File: src/rtl/ocp_hiccup_pkg.sv
package ocp_hiccup_pkg;

   typedef enum logic [1:0] {
      ST_RUN   = 2'd0,
      ST_QUAL  = 2'd1,
      ST_OFF   = 2'd2,
      ST_RETRY = 2'd3
   } guard_state_t;

   function automatic int unsigned larger_of(input int unsigned a, input int unsigned b);
      return (a > b) ? a : b;
   endfunction

   function automatic int unsigned bits_for(input int unsigned v);
      return (v < 2) ? 1 : $clog2(v);
   endfunction

endpackage

File: src/rtl/ocp_flag_cond.sv
module ocp_flag_cond #(
   parameter int unsigned SYNC_STAGES = 2,
   parameter int unsigned NUM_FLAGS   = 2
) (
   input  logic                 clk,
   input  logic                 rst_n,
   input  logic [NUM_FLAGS-1:0] flags_raw,
   output logic                 flag_any
);

   initial begin
      if (SYNC_STAGES > 4)
         $error("ocp_flag_cond: SYNC_STAGES must be 0..4");
      if (NUM_FLAGS < 1)
         $error("ocp_flag_cond: NUM_FLAGS must be at least 1");
   end

   logic [NUM_FLAGS-1:0] flags_s;

   generate
      if (SYNC_STAGES == 0) begin : g_direct
         assign flags_s = flags_raw;
      end else begin : g_sync
         logic [NUM_FLAGS-1:0] chain [SYNC_STAGES];
         for (genvar i = 0; i < SYNC_STAGES; i++) begin : g_stage
            always_ff @(posedge clk or negedge rst_n) begin
               if (!rst_n)
                  chain[i] <= '0;
               else if (i == 0)
                  chain[i] <= flags_raw;
               else
                  chain[i] <= chain[(i == 0) ? 0 : i-1];
            end
         end
         assign flags_s = chain[SYNC_STAGES-1];
      end
   endgenerate

   assign flag_any = |flags_s;

endmodule

File: src/rtl/ocp_cycle_counter.sv
module ocp_cycle_counter #(
   parameter int unsigned LIMIT = 16,
   parameter int unsigned WIDTH = 5
) (
   input  logic             clk,
   input  logic             rst_n,
   input  logic             clr,
   input  logic             inc,
   output logic [WIDTH-1:0] count
);

   initial begin
      if ((2**WIDTH) < LIMIT)
         $error("ocp_cycle_counter: WIDTH too small for LIMIT");
   end

   always_ff @(posedge clk or negedge rst_n) begin
      if (!rst_n)
         count <= '0;
      else if (clr)
         count <= '0;
      else if (inc)
         count <= count + 1'b1;
   end

   AST_COUNT_IN_RANGE: assert property (@(posedge clk) disable iff (!rst_n)
      32'(count) < LIMIT) else $error("counter beyond limit");

endmodule

File: src/rtl/ocp_guard_fsm.sv
module ocp_guard_fsm
   import ocp_hiccup_pkg::*;
#(
   parameter int unsigned DEGLITCH_CYC = 375,
   parameter int unsigned RETRY_CYC    = 150000,
   parameter int unsigned CNT_W        = 18
) (
   input  logic             clk,
   input  logic             rst_n,
   input  logic             sleep_n,
   input  logic             oc_s,
   input  logic [CNT_W-1:0] count,
   output logic             cnt_clr,
   output logic             cnt_inc,
   output guard_state_t     state
);

   localparam logic [CNT_W-1:0] DEG_LAST   = CNT_W'(DEGLITCH_CYC - 1);
   localparam logic [CNT_W-1:0] RETRY_LAST = CNT_W'(RETRY_CYC - 1);

   guard_state_t nxt;

   always_comb begin
      nxt     = state;
      cnt_clr = 1'b0;
      cnt_inc = 1'b0;
      if (!sleep_n) begin
         nxt     = ST_RUN;
         cnt_clr = 1'b1;
      end else begin
         unique case (state)
            ST_RUN: begin
               if (oc_s) begin
                  nxt     = ST_QUAL;
                  cnt_inc = 1'b1;
               end else begin
                  cnt_clr = 1'b1;
               end
            end
            ST_QUAL, ST_RETRY: begin
               if (!oc_s) begin
                  nxt     = ST_RUN;
                  cnt_clr = 1'b1;
               end else if (count == DEG_LAST) begin
                  nxt     = ST_OFF;
                  cnt_clr = 1'b1;
               end else begin
                  cnt_inc = 1'b1;
               end
            end
            ST_OFF: begin
               if (count == RETRY_LAST) begin
                  nxt     = ST_RETRY;
                  cnt_clr = 1'b1;
               end else begin
                  cnt_inc = 1'b1;
               end
            end
            default: begin
               nxt     = ST_RUN;
               cnt_clr = 1'b1;
            end
         endcase
      end
   end

   always_ff @(posedge clk or negedge rst_n) begin
      if (!rst_n)
         state <= ST_RUN;
      else
         state <= nxt;
   end

   AST_TRIP_NEEDS_FLAG: assert property (@(posedge clk) disable iff (!rst_n)
      (state != ST_OFF) ##1 (state == ST_OFF) |-> $past(oc_s)) else $error("trip without flag");
   AST_DROP_RESTARTS: assert property (@(posedge clk) disable iff (!rst_n)
      (state == ST_QUAL && !oc_s && sleep_n) |=> (state == ST_RUN && count == '0)) else $error("no restart");
   AST_OFF_HOLDS: assert property (@(posedge clk) disable iff (!rst_n)
      (state == ST_OFF && count != RETRY_LAST && sleep_n) |=> state == ST_OFF) else $error("off-time cut short");
   AST_OFF_ENDS: assert property (@(posedge clk) disable iff (!rst_n)
      (state == ST_OFF && count == RETRY_LAST && sleep_n) |=> state == ST_RETRY) else $error("no retry");
   AST_RETRY_CLEAN: assert property (@(posedge clk) disable iff (!rst_n)
      (state == ST_RETRY && !oc_s && sleep_n) |=> state == ST_RUN) else $error("retry not released");
   AST_SLEEP_IDLES: assert property (@(posedge clk) disable iff (!rst_n)
      !sleep_n |=> (state == ST_RUN && count == '0)) else $error("sleep not honoured");

endmodule

File: src/rtl/ocp_hiccup_guard.sv
module ocp_hiccup_guard
   import ocp_hiccup_pkg::*;
#(
   parameter int unsigned DEGLITCH_CYC = 375,
   parameter int unsigned RETRY_CYC    = 150000,
   parameter int unsigned SYNC_STAGES  = 2
) (
   input  logic clk,
   input  logic rst_n,
   input  logic sleep_n,
   input  logic oc_hi,
   input  logic oc_lo,
   output logic bridge_off,
   output logic oc_fault
);

   localparam int unsigned CNT_LIMIT = larger_of(DEGLITCH_CYC, RETRY_CYC);
   localparam int unsigned CNT_W     = bits_for(CNT_LIMIT);

   initial begin
      if (DEGLITCH_CYC < 2)
         $error("ocp_hiccup_guard: DEGLITCH_CYC must be at least 2");
      if (RETRY_CYC < 1)
         $error("ocp_hiccup_guard: RETRY_CYC must be at least 1");
   end

   logic             oc_s;
   logic             cnt_clr;
   logic             cnt_inc;
   logic [CNT_W-1:0] count;
   guard_state_t     state;

   ocp_flag_cond #(
      .SYNC_STAGES (SYNC_STAGES),
      .NUM_FLAGS   (2)
   ) u_cond (
      .clk       (clk),
      .rst_n     (rst_n),
      .flags_raw ({oc_hi, oc_lo}),
      .flag_any  (oc_s)
   );

   ocp_cycle_counter #(
      .LIMIT (CNT_LIMIT),
      .WIDTH (CNT_W)
   ) u_cnt (
      .clk   (clk),
      .rst_n (rst_n),
      .clr   (cnt_clr),
      .inc   (cnt_inc),
      .count (count)
   );

   ocp_guard_fsm #(
      .DEGLITCH_CYC (DEGLITCH_CYC),
      .RETRY_CYC    (RETRY_CYC),
      .CNT_W        (CNT_W)
   ) u_fsm (
      .clk     (clk),
      .rst_n   (rst_n),
      .sleep_n (sleep_n),
      .oc_s    (oc_s),
      .count   (count),
      .cnt_clr (cnt_clr),
      .cnt_inc (cnt_inc),
      .state   (state)
   );

   assign bridge_off = (state == ST_OFF);
   assign oc_fault   = (state == ST_OFF);

   AST_RESET_QUIET: assert property (@(posedge clk) disable iff (!rst_n)
      $past(!rst_n) |-> !bridge_off) else $error("active after reset");

endmodule

File: config.mk
export PLATFORM = sky130hd
export DESIGN_NAME = ocp_hiccup_guard
export DESIGN_NICKNAME = d
export VERILOG_FILES = /design/src/rtl/ocp_hiccup_pkg.sv /design/src/rtl/ocp_flag_cond.sv /design/src/rtl/ocp_cycle_counter.sv /design/src/rtl/ocp_guard_fsm.sv /design/src/rtl/ocp_hiccup_guard.sv
export SDC_FILE = /design/constraint.sdc
export NUM_CORES = 1
export LEC_CHECK = 0
export ABC_AREA = 0
export BUFFER_PORTS_ARGS = -buffer_cell sky130_fd_sc_hd__buf_2
export CORE_UTILIZATION = 30
export DETAILED_ROUTE_END_ITERATION = 6
export SLEW_MARGIN = 20
export SYNTH_ARGS = -nofsm -noshare
export SYNTH_HDL_FRONTEND = slang
export SYNTH_HIERARCHICAL = 1
export SYNTH_SLANG_ARGS = --single-unit
File: constraint.sdc
create_clock -name clk -period 2.6 [get_ports clk]
set_input_delay 0.52 -clock clk [delete_from_list [all_inputs] [get_ports clk]]
set_output_delay 0.52 -clock clk [all_outputs]
set_load 0.01 [all_outputs]
Word-level counts from Yosys, hierarchy flattened

Cells that the tools add are included.

Add/sub/neg operators: 1
Equal/unequal tests: 8
Multiplexer cells: 20
Reductions and logical operators: 5

Operators by type and width:

| operator                                                          | count |
|---|---|
| 18-bit 2-to-1 mux                                                 | 2 |
| 18-bit by 1-bit adder with 18-bit output (second input constant)  | 1 |
| 18-bit == test (second input constant)                            | 1 |
| 18-bit by 9-bit == test with 1-bit output (second input constant) | 1 |
| 1-bit 2-to-1 mux                                                  | 10 |
| 2-bit 2-to-1 mux                                                  | 5 |
| 3-bit by 2-bit != test with 1-bit output (second input constant)  | 2 |
| 1-bit case mux with 3 select lines                                | 2 |
| 2-bit case mux with 3 select lines                                | 1 |
| 2-bit == test (second input constant)                             | 2 |
| 4-bit != test (second input constant)                             | 1 |
| 2-bit OR reduction                                                | 2 |
| 3-bit AND reduction                                               | 1 |
| 2-bit by 1-bit == test with 1-bit output (second input constant)  | 1 |
| 2-bit logical NOT                                                 | 1 |
| 2-bit nonzero test                                                | 1 |

Flip-flop bits (word level): 24
Input port bits: 5
Output and inout port bits: 2
Word-level logic and storage cells: 38

Longest topological paths before layout

Gate-level depths: netlist of the first run.

Word-level depth: 7
Gate-level depth with buffers: 9
Depth with buffers taken out: 8

By module

The synthesis of the first run kept the hierarchy.

Modules (own cells, without submodules):

| module            | instances | cells each | area an instance (um^2) | sequential area each (um^2) |
|---|---|---|---|---|
| ocp_cycle_counter | 1         | 96         | 959.7                   | 450.4 |
| ocp_guard_fsm     | 1         | 28         | 205.2                   | 50.0 |
| ocp_flag_cond     | 1         | 5          | 106.4                   | 100.1 |
| ocp_hiccup_guard  | 1         | 2          | 21.3                    | 0.0 |

Least setup slack after synthesis of the first run

Ideal clock, no wire load.

Path type: register to register
Start point: register u_cnt.count[11]
End point: register u_cnt.count[17]
Setup time: 0.127 ns
Arrival: 2.250 ns
Data required time: 2.473 ns
Setup slack: 0.223 ns
Cell stages (with the launch flop): 8
Buffers on the path: 0
Clock period less this slack: 2.377 ns
Cells stage by stage: dfrtp_1 nand4_1 or4b_1 nor2_1 o22a_1 nor2_1 or4b_1 mux2_1

Word-level cells in the longest chain between the ends: 6
Elaborated cells between the ends (all ways): 16
Those cells by class: 1 x add/sub; 2 x eq/ne; 12 x mux; 1 x reduce/logical

Ends and longest elaborated chain:

| item                                                    | RTL line                | source |
|---|---|---|
| start, declared                                         | ocp_cycle_counter.sv:9  | `output logic [WIDTH-1:0] count` |
| start signal, assigned                                  | ocp_cycle_counter.sv:23 | `count <= count + 1'b1;` |
| 18-bit by 9-bit == test with 1-bit output               | ocp_guard_fsm.sv:44     | `end else if (count == DEG_LAST) begin` |
| 1-bit 2-to-1 mux                                        | ocp_guard_fsm.sv:44     |  |
| 1-bit 2-to-1 mux                                        | ocp_guard_fsm.sv:41     | `if (!oc_s) begin` |
| 1-bit case mux with 3 select lines (*)                  | ocp_guard_fsm.sv:31     | `unique case (state)` |
| 1-bit 2-to-1 mux (*)                                    | ocp_guard_fsm.sv:27     | `if (!sleep_n) begin` |
| via cnt_clr                                             | ocp_hiccup_guard.sv:28  | `logic cnt_clr;` |
| 18-bit 2-to-1 mux or 2-bit nonzero test (tied branches) | -                       |  |

Mark *: on every way through the listed nets, which the timed path passes. The rest lies on a longest branch. The select of a mux whose other input is x is not followed.
A chain may end at the register's enable or synchronous reset.

Final worst setup path of the first run

Start point: register u_cnt.count[14]
End point: register u_cnt.count[17]

The elaborated chain is that of the path after synthesis.

==> results.txt, run 1 <==
Top FF cell, synth -> dfrtp_1
yosys warns -> 6
gr ovfl total -> 0
clk root buf -> clkbuf_8
final design utilization -> 38.3%
R2R setup slack -> 90 ps
CP Launch Point -> u_cnt/count[14]
actual slew at the worst max-slew pin -> 526 ps
Min-Delay Path Class -> primary input to asynchronous set/reset pin
Post-Route WL -> 2.91 mm
Hold Fails Final Rpt -> 0
number of remaining DRC errors -> 0
maximum clock path buffer count -> 2
final hold slack -> 219 ps
design area -> 1550 µm²
CP Depth -> 7
CTS tree -> yes
Worst setup EP type -> flop
Post-Syn Area per Cell -> 9.87 µm²
vias per cell -> 5.45
Yosys reg bits -> 24
most numerous cell in the Yosys netlist -> dfrtp_1
Setup CP Type -> flop to flop
register area -> 602 µm²
async set-reset flop share out of synthesis -> 100%
MaxCap Viol Count -> 0
combinational power share -> 8.6%
Port Buffer Count -> 6
ANT nets after route -> 0
worst relative slew slack -> 64.9%
I/O pin cnt -> 7
Reg2Reg Launch Point -> u_cnt/count[14]
Worst path max stage delay -> 560 ps
CP Data Arrival Time -> 2670 ps
Synth area leader -> dfrtp_1
max-slew violations -> 0
worst vdd ir -> 0.244 mV
fin crit period -> 2510 ps
cells along the critical path -> nand4_1, or4b_1, nor2_2, o22a_1, nor2_1, or4b_4, mux2_1
ant diodes -> 0
largest net degree at the start of global routing -> 25
Chip Width -> 67.6 µm
Fill cells -> 381
Iter 0 DRT Violations -> 35
vias in the first global route -> 1,083
CTS buffer count -> 3
Crit Reg-Reg Endpoint -> u_cnt/count[17]
Peak Freq -> 0.398 GHz
Flop pwr share -> 54.7%
Worst Slack Setup Final -> 86.7 ps
PD cells -> 451 nW/µm²
Post-Syn Nets -> 137
Clk pwr share -> 36.7%
leakage -> 0.621 nW
Placement Setup Slack -> 58.4 ps
Crit-path slowest cell -> or4b_1
wire length per cell -> 14.3 µm
Synth area leaders -> dfrtp_1 46%, nor2_1 5.8%, xnor2_1 5.4%
top cell type's share of synthesized area -> 46.5%
first-pass GRT wire length -> 4.97 mm
Seq/Total Area, Yosys -> 46.5%
Final period util -> 96.7%
Core Region -> 4060 µm²
Die H -> 67.6 µm
First-pass DRT Iterations -> 4
Nets -> 160
Clock Sinks -> 24
Req. time, crit path -> 2750 ps
critical path peak fanout -> 5
HPWL after DPL -> 2.06 mm
antenna violations before repair -> 0
Initial Util -> 31.9%
post-synthesis to final-layout area growth -> 20.1%
most frequent cells after synthesis -> 24 x dfrtp_1, 20 x nor2_1, 10 x nand4_1, 9 x nand3_1, 8 x xnor2_1
multi-input logic area -> 668 µm²
FF-to-FF path depth -> 7
Skew-Pair Late Insertion Delay -> 270 ps
gpl congestion -> 0.840
CP startpoint kind -> flop
H-Tree Depth -> 1
post-synthesis cell type count -> 37
layout cells sized above 1 -> 26.8%
sw power -> 0.163 mW
EDFF count, synth -> 0
mapped cell area -> 1290 µm²
status -> completed
cell count after synthesis -> 131
critical path's top delay family -> simple AND/OR/NAND/NOR gates
Rows -> 23
Worst Setup EP -> u_cnt/count[17]
Crit path buffers/inverters -> 0
Internal -> 0.537 mW
final setup vio count -> 0
Tot GR Track Use -> 14.6%
via count -> 1,106
Worst-path clk slew -> 80 ps
die area -> 4570 µm²
Post-DP Area -> 1450 µm²
Switching Fraction -> 23.3%
Worst Skew -> 2.28 ps
## sequential cells by signal, summed over array words and instances, names as in the netlist
signal	cells
u_cnt/count	18
u_cond/flags_s	2
u_cond/g_sync.chain	2
u_fsm/state	2
## worst min-delay path by stage
stage,start,endpoint,slack [ps],depth (start not counted)
after floorplan,rst_n,u_cnt/count[0],220,0
after global placement,u_cond/g_sync.chain[3],u_cond/flags_s[1],340,0
after detailed placement,u_cond/g_sync.chain[3],u_cond/flags_s[1],340,0
after CTS,rst_n,u_cnt/count[11],250,1
after global routing,rst_n,u_cnt/count[17],250,1
final,rst_n,u_cnt/count[12],220,1
## layout make-up
| type | instances | area share, % |
|---|---|---|
| repair buffers | 23 | 10.2 |
| flip-flops and latches | 24 | 38.8 |
| clock buffers | 4 | 3.55 |
| well taps | 50 | 4.03 |
| inverters | 2 | 0.483 |
| multi-input cells | 100 | 43.0 |
## routing by layer
metal,GRT usage [%],share of wire [%],up-vias,wire length (µm)
li1,-,-,524,-
met1,18.9,46,537,1330
met2,23.8,47,39,1360
met3,2.03,4.8,6,139
met4,7.18,2.4,0,69
met5,0,0,-,0
## power by group through the flow
stage | combinational, mW | sequential, mW | clock, mW
after floorplan | 0.0332 | 0.392 | 0
after global placement | 0.0582 | 0.391 | 0
after detailed placement | 0.0599 | 0.391 | 0
after CTS | 0.0600 | 0.384 | 0.265
after global routing | 0.0664 | 0.385 | 0.280
final | 0.0601 | 0.384 | 0.257
## what timing repair did
action / 4_1_cts / 5_1_grt
endpoints found under the hold margin: 0 / 0
endpoints found under the setup margin: 0 / 6
gates resized for setup: 0 / 7
hold buffers: 0 / 0
setup buffers: 0 / 2
## cell usage in the layout (no fill, tap or decap), drive strengths merged, types with 2 or more instances in the layout
cell type	netlist	routed
clkbuf	2	4
nand4	11	11
inv	2	2
buf	3	23
nor2b	2	2
nand3	9	9
dfrtp	24	24
or3	5	5
xnor2	8	8
xor2	3	3
mux2	2	2
nor3	4	4
a21oi	4	4
or4b	2	2
nor2	20	20
o21ai	4	4
nand2	7	7
nor4	6	6
## stage by stage
step	setup TNS [ps]	std cells	total power, mW
CTS	0	201	0.709
floorplan	0	131	0.425
finish	0	203	0.701
detailed placement	0	197	0.451
global route	-11.1	203	0.731
global placement	0	197	0.449
## cell families (layout without fill, tap and decap cells)
group,after synthesis,count (layout),synth area share (%)
AO/OA/AOI/OAI,14,14,6.87
adder cells (fa/ha/maj),1,1,0.968
buffers and inverters,7,29,4.26
multiplexers,3,3,2.52
flip-flops,24,24,46.5
XOR/XNOR,11,11,7.45
AND/OR/NAND/NOR,71,71,31.5
No activity file was read; power rests on OpenSTA's default activity.
==> run 2, diff against run 1 <==
--- a/config.mk
+++ b/config.mk
@@ -7,7 +7,7 @@
 export LEC_CHECK = 0
 export ABC_AREA = 0
 export BUFFER_PORTS_ARGS = -buffer_cell sky130_fd_sc_hd__buf_2
-export CORE_UTILIZATION = 30
+export CORE_UTILIZATION = 35
 export DETAILED_ROUTE_END_ITERATION = 6
 export SLEW_MARGIN = 20
 export SYNTH_ARGS = -nofsm -noshare
==> run 2 against run 1 <==
Setup slack improved by 75 ps. Largest power group unchanged. Clock power fell by 2%. Via count fell by 6.6%. Utilization increased by 6.2 points. Combinational power decreased by 4.0%. Worst hold slack better by 3.0 ps. Final cell count is 1.5% lower. Global-route usage grew 0.12 points. Flip-flop and latch count is the same. Cell area is 1.5% lower. First-iteration DRC count grew to 3.7 times the previous value.
==> results.txt, run 2 (synthesis gave the netlist of run 1 again) <==
vias per cell -> 5.17
Initial Util -> 37.5%
final design utilization -> 44.5%
Placement Setup Slack -> 77.7 ps
Post-Route WL -> 2.68 mm
status -> completed
worst relative slew slack -> 64.9%
Rows -> 21
CP Data Arrival Time -> 2620 ps
Fill cells -> 337
number of remaining DRC errors -> 0
most common cell after layout, fill and taps aside -> dfrtp_1
ANT nets after route -> 0
register area -> 602 µm²
Clock Sinks -> 24
wire length per cell -> 13.4 µm
largest net degree at the start of global routing -> 25
PD cells -> 453 nW/µm²
most frequent cells in the layout -> 23 x dfrtp_1, 20 x nor2_1, 18 x buf_4
Core Region -> 3440 µm²
layout cells sized above 1 -> 24.0%
MaxCap Viol Count -> 0
post-synthesis to final-layout area growth -> 18.4%
fin crit period -> 2440 ps
Tot GR Track Use -> 14.8%
Worst Slack Setup Final -> 162 ps
ant diodes -> 0
I/O pin cnt -> 7
R2R setup slack -> 160 ps
clk root buf -> clkbuf_8
Worst-path clk slew -> 80 ps
maximum clock path buffer count -> 2
Crit-path slowest cell -> or4b_1
max FFs per register -> 18
final setup vio count -> 0
Iter 0 DRT Violations -> 128
actual slew at the worst max-slew pin -> 527 ps
multi-input logic area -> 643 µm²
Peak Freq -> 0.410 GHz
critical path's top delay family -> simple AND/OR/NAND/NOR gates
Min-Delay Path Class -> primary input to asynchronous set/reset pin
Worst path max stage delay -> 520 ps
vias in the first global route -> 1,021
max-slew violations -> 0
Req. time, crit path -> 2790 ps
Worst Skew -> 2.20 ps
H-Tree Depth -> 1
gpl congestion -> 0.859
cells along the critical path -> nand4_1, or4b_1, nor2_1, o22a_1, o2111ai_1, buf_4, or3_2, a21oi_1
First-pass DRT Iterations -> 4
die area -> 3940 µm²
CTS buffer count -> 3
Worst setup EP type -> flop
Hold Fails Final Rpt -> 0
leakage -> 0.624 nW
Chip Width -> 62.8 µm
first-pass GRT wire length -> 4.60 mm
most flop-heavy register -> u_cnt/count
Final period util -> 93.8%
worst vdd ir -> 0.132 mV
CP startpoint kind -> flop
Port Buffer Count -> 6
critical path peak fanout -> 6
Nets -> 161
via count -> 1,033
antenna violations before repair -> 0
Setup CP Type -> flop to flop
CTS tree -> yes
final hold slack -> 222 ps
Die H -> 62.8 µm
Post-CTS Hold Buffers -> 0
HPWL after DPL -> 1.93 mm
Skew-Pair Late Insertion Delay -> 260 ps
Crit path buffers/inverters -> 1
gr ovfl total -> 0
[run 2: changes by cell type in the layout (fill, tap and decap cells not counted), sizes merged]
| cell | before | now |
|---|---|---|
| buf | 23 | 24 |
[run 2: area by class of cell]
cell class | instances | area share, %
Sequential cell | 24 | 39.3
Multi-Input combinational cell | 100 | 42.0
Tap cell | 46 | 3.76
Timing Repair Buffer | 24 | 10.8
Inverter | 2 | 0.491
Clock buffer | 4 | 3.60
[run 2: report_power, final]
group / internal, mW / switching, mW / total, mW / leakage, nW
Sequential: 0.379 / 0.00441 / 0.384 / 0.322
Combinational: 0.0227 / 0.0349 / 0.0577 / 0.273
Clock: 0.135 / 0.117 / 0.252 / 0.0288
Total: 0.537 / 0.156 / 0.693 / 0.624
[run 2: per-layer routing]
metal  global-route usage, %  share of wire [%]
met3                    1.82                2.0
met5                       0                  0
met2                    24.2                 48
met1                    19.3                 49
met4                    6.98                1.0
[run 2: through the flow]
step | TNS (ps) | power [mW] | instance area [µm²] | std cells
finish | 0 | 0.693 | 1530 | 200
floorplan | 0 | 0.425 | 1290 | 131
global route | -101 | 0.720 | 1530 | 200
global placement | 0 | 0.446 | 1450 | 194
detailed placement | 0 | 0.448 | 1450 | 194
CTS | 0 | 0.695 | 1510 | 198
[run 2: final timing paths]
| check | from | end | cells after the start |
|---|---|---|---|
| max reg2reg | u_cnt/count[7] | u_cnt/count[7] | 8 |
| min | rst_n | u_fsm/state[0] | 1 |
| min in group clk | u_cond/g_sync.chain[3] | u_cond/flags_s[1] | 0 |
| min reg2reg | u_cond/g_sync.chain[3] | u_cond/flags_s[1] | 0 |
| max in group asynchronous | rst_n | u_cnt/count[7] | 1 |
| max | u_cnt/count[7] | u_cnt/count[7] | 8 |
[run 2: repair_timing]
| action | 4_1_cts | 5_1_grt |
|---|---|---|
| gates resized for setup | 0 | 2 |
| buffers inserted | 0 | 2 |
| endpoints found under the setup margin | 0 | 6 |
| hold endpoints to repair | 0 | 0 |
==> run 3, diff against run 2 <==
--- a/config.mk
+++ b/config.mk
@@ -9,6 +9,7 @@
 export BUFFER_PORTS_ARGS = -buffer_cell sky130_fd_sc_hd__buf_2
 export CORE_UTILIZATION = 35
 export DETAILED_ROUTE_END_ITERATION = 6
+export GPL_TIMING_DRIVEN = 0
 export SLEW_MARGIN = 20
 export SYNTH_ARGS = -nofsm -noshare
 export SYNTH_HDL_FRONTEND = slang
==> constraint.sdc (replaced) <==
create_clock -name clk -period 3.1 [get_ports clk]
set_input_delay 0.62 -clock clk [delete_from_list [all_inputs] [get_ports clk]]
set_output_delay 0.62 -clock clk [all_outputs]
set_load 0.01 [all_outputs]
==> run 3 against run 2 <==
Via count shrank 1.1%. Critical path depth is the same. Setup slack gained 210 ps. First-iteration DRC count shrank 85%. Wire length shrank 3.6%. Final cell count shrank 6.5%. Combinational power shrank 26%. Global-route usage shrank 0.29 points. Die area is the same. Flip-flop and latch count is the same. Register-to-register slack gained 210 ps. Critical endpoint is now u_cnt/count[13]. Largest cell class unchanged.
==> results.txt, run 3 (synthesis gave the netlist of run 1 again) <==
Post-DP Area -> 1380 µm²
Final Non-Filler Cells -> 187
Rows -> 21
maximum clock path buffer count -> 2
post-CTS sizing -> 0
total design power -> 0.632 mW
post-synthesis to final-layout area growth -> 12.3%
number of remaining DRC errors -> 0
Die H -> 62.8 µm
Min-Delay Path Class -> primary input to asynchronous set/reset pin
final hold slack -> 322 ps
setup TNS -> 0 ps
gpl congestion -> 0.887
Hold Fails Final Rpt -> 0
final setup vio count -> 0
leakage -> 0.568 nW
most frequent cells in the layout -> 24 x dfrtp_1, 20 x nor2_1, 10 x nand4_1
CP startpoint kind -> flop
wire length per cell -> 13.8 µm
max-slew violations -> 0
Tot GR Track Use -> 14.5%
sw power -> 0.127 mW
design area -> 1450 µm²
gr ovfl total -> 0
Internal -> 0.506 mW
HPWL after DPL -> 1.84 mm
Placement Setup Slack -> 401 ps
Worst Slack Setup Final -> 370 ps
fin crit period -> 2730 ps
via count -> 1,022
Skew-Pair Late Insertion Delay -> 260 ps
placed cells -> 183
Flop pwr share -> 51.1%
max FFs per register -> 18
clk root buf -> clkbuf_8
vias per cell -> 5.47
Core Region -> 3440 µm²
Worst-path clk slew -> 80 ps
Req. time, crit path -> 3230 ps
Worst Skew -> 3.94 ps
status -> completed
Clock Sinks -> 24
ant diodes -> 0
layout cells sized above 1 -> 14.9%
Peak Freq -> 0.366 GHz
Post-CTS Hold Buffers -> 0
Iter 0 DRT Violations -> 19
ANT nets after route -> 0
Final period util -> 88.1%
most flop-heavy register -> u_cnt/count
Initial Util -> 37.5%
CTS buffer count -> 3
vias in the first global route -> 993
Nets -> 148
Post-Route WL -> 2.58 mm
largest net degree at the start of global routing -> 25
antenna violations before repair -> 0
combinational power share -> 6.7%
MaxCap Viol Count -> 0
# Post-CTS Setup Buffers -> 0
PD cells -> 436 nW/µm²
die area -> 3940 µm²
I/O pin cnt -> 7
Switching Fraction -> 20.0%
H-Tree Depth -> 1
CP Data Arrival Time -> 2860 ps
final design utilization -> 42.2%
first-pass GRT wire length -> 4.55 mm
RSZ-0062 raised after global routing -> no
First-pass DRT Iterations -> 4
Port Buffer Count -> 6
worst vdd ir -> 0.218 mV
Clk pwr share -> 42.2%
most common cell after layout, fill and taps aside -> dfrtp_1
Chip Width -> 62.8 µm
critical path peak fanout -> 8
actual slew at the worst max-slew pin -> 711 ps
Setup CP Type -> flop to flop
Worst setup EP type -> flop
worst relative slew slack -> 52.5%
CTS tree -> yes
-- run 3: cell types whose count changed in the layout (fill, tap and decap cells not counted), sizes merged --
| cell | previous run | this run |
|---|---|---|
| buf | 24 | 9 |
| bufinv | 0 | 1 |
| clkbuf | 4 | 5 |
-- run 3: area by class of cell --
type / instances / area [µm²]
clock inverters: 1 / 30.0
flip-flops and latches: 24 / 601
well taps: 46 / 57.6
fillers: 342 / 1990
clock buffers: 3 / 41.3
repair buffers: 6 / 30.0
plain buffers: 5 / 47.5
inverters: 2 / 7.51
multi-input cells: 100 / 637
-- run 3: critical path, stage by stage, from the launching register on --
cell and delay, ps:
dfrtp_1 470, nand4_1 120, or4b_1 540, nor2_1 160, o22a_1 240, o2111ai_1 390, nor4_1 460, xnor2_1 170
nor2_1 50
-- run 3: path summary, 6_finish.rpt --
check	startpoint	endpoint	slack, ps	cells past startpoint
min	rst_n	u_fsm/state[0]	320	1
min reg2reg	u_cond/g_sync.chain[3]	u_cond/flags_s[1]	360	0
max in group asynchronous	rst_n	u_cnt/count[17]	2420	1
max	u_cnt/count[11]	u_cnt/count[13]	370	8
min in group clk	u_cond/g_sync.chain[3]	u_cond/flags_s[1]	360	0
max reg2reg	u_cnt/count[11]	u_cnt/count[13]	370	8
-- run 3: layer usage --
layer  wire, µm  up-vias  global-route usage [%]
li1           -      500                       -
met4         39        0                    5.52
met1       1260      487                    20.1
met2       1180       30                    22.8
met5          0        -                       0
met3         99        5                    1.82
-- run 3: power groups by stage --
stage / registers, mW / logic, mW / clock network (mW)
CTS: 0.323 / 0.0430 / 0.274
global route: 0.324 / 0.0488 / 0.289
global placement: 0.330 / 0.0419 / 0
floorplan: 0.328 / 0.0278 / 0
finish: 0.323 / 0.0425 / 0.267
detailed placement: 0.330 / 0.0429 / 0
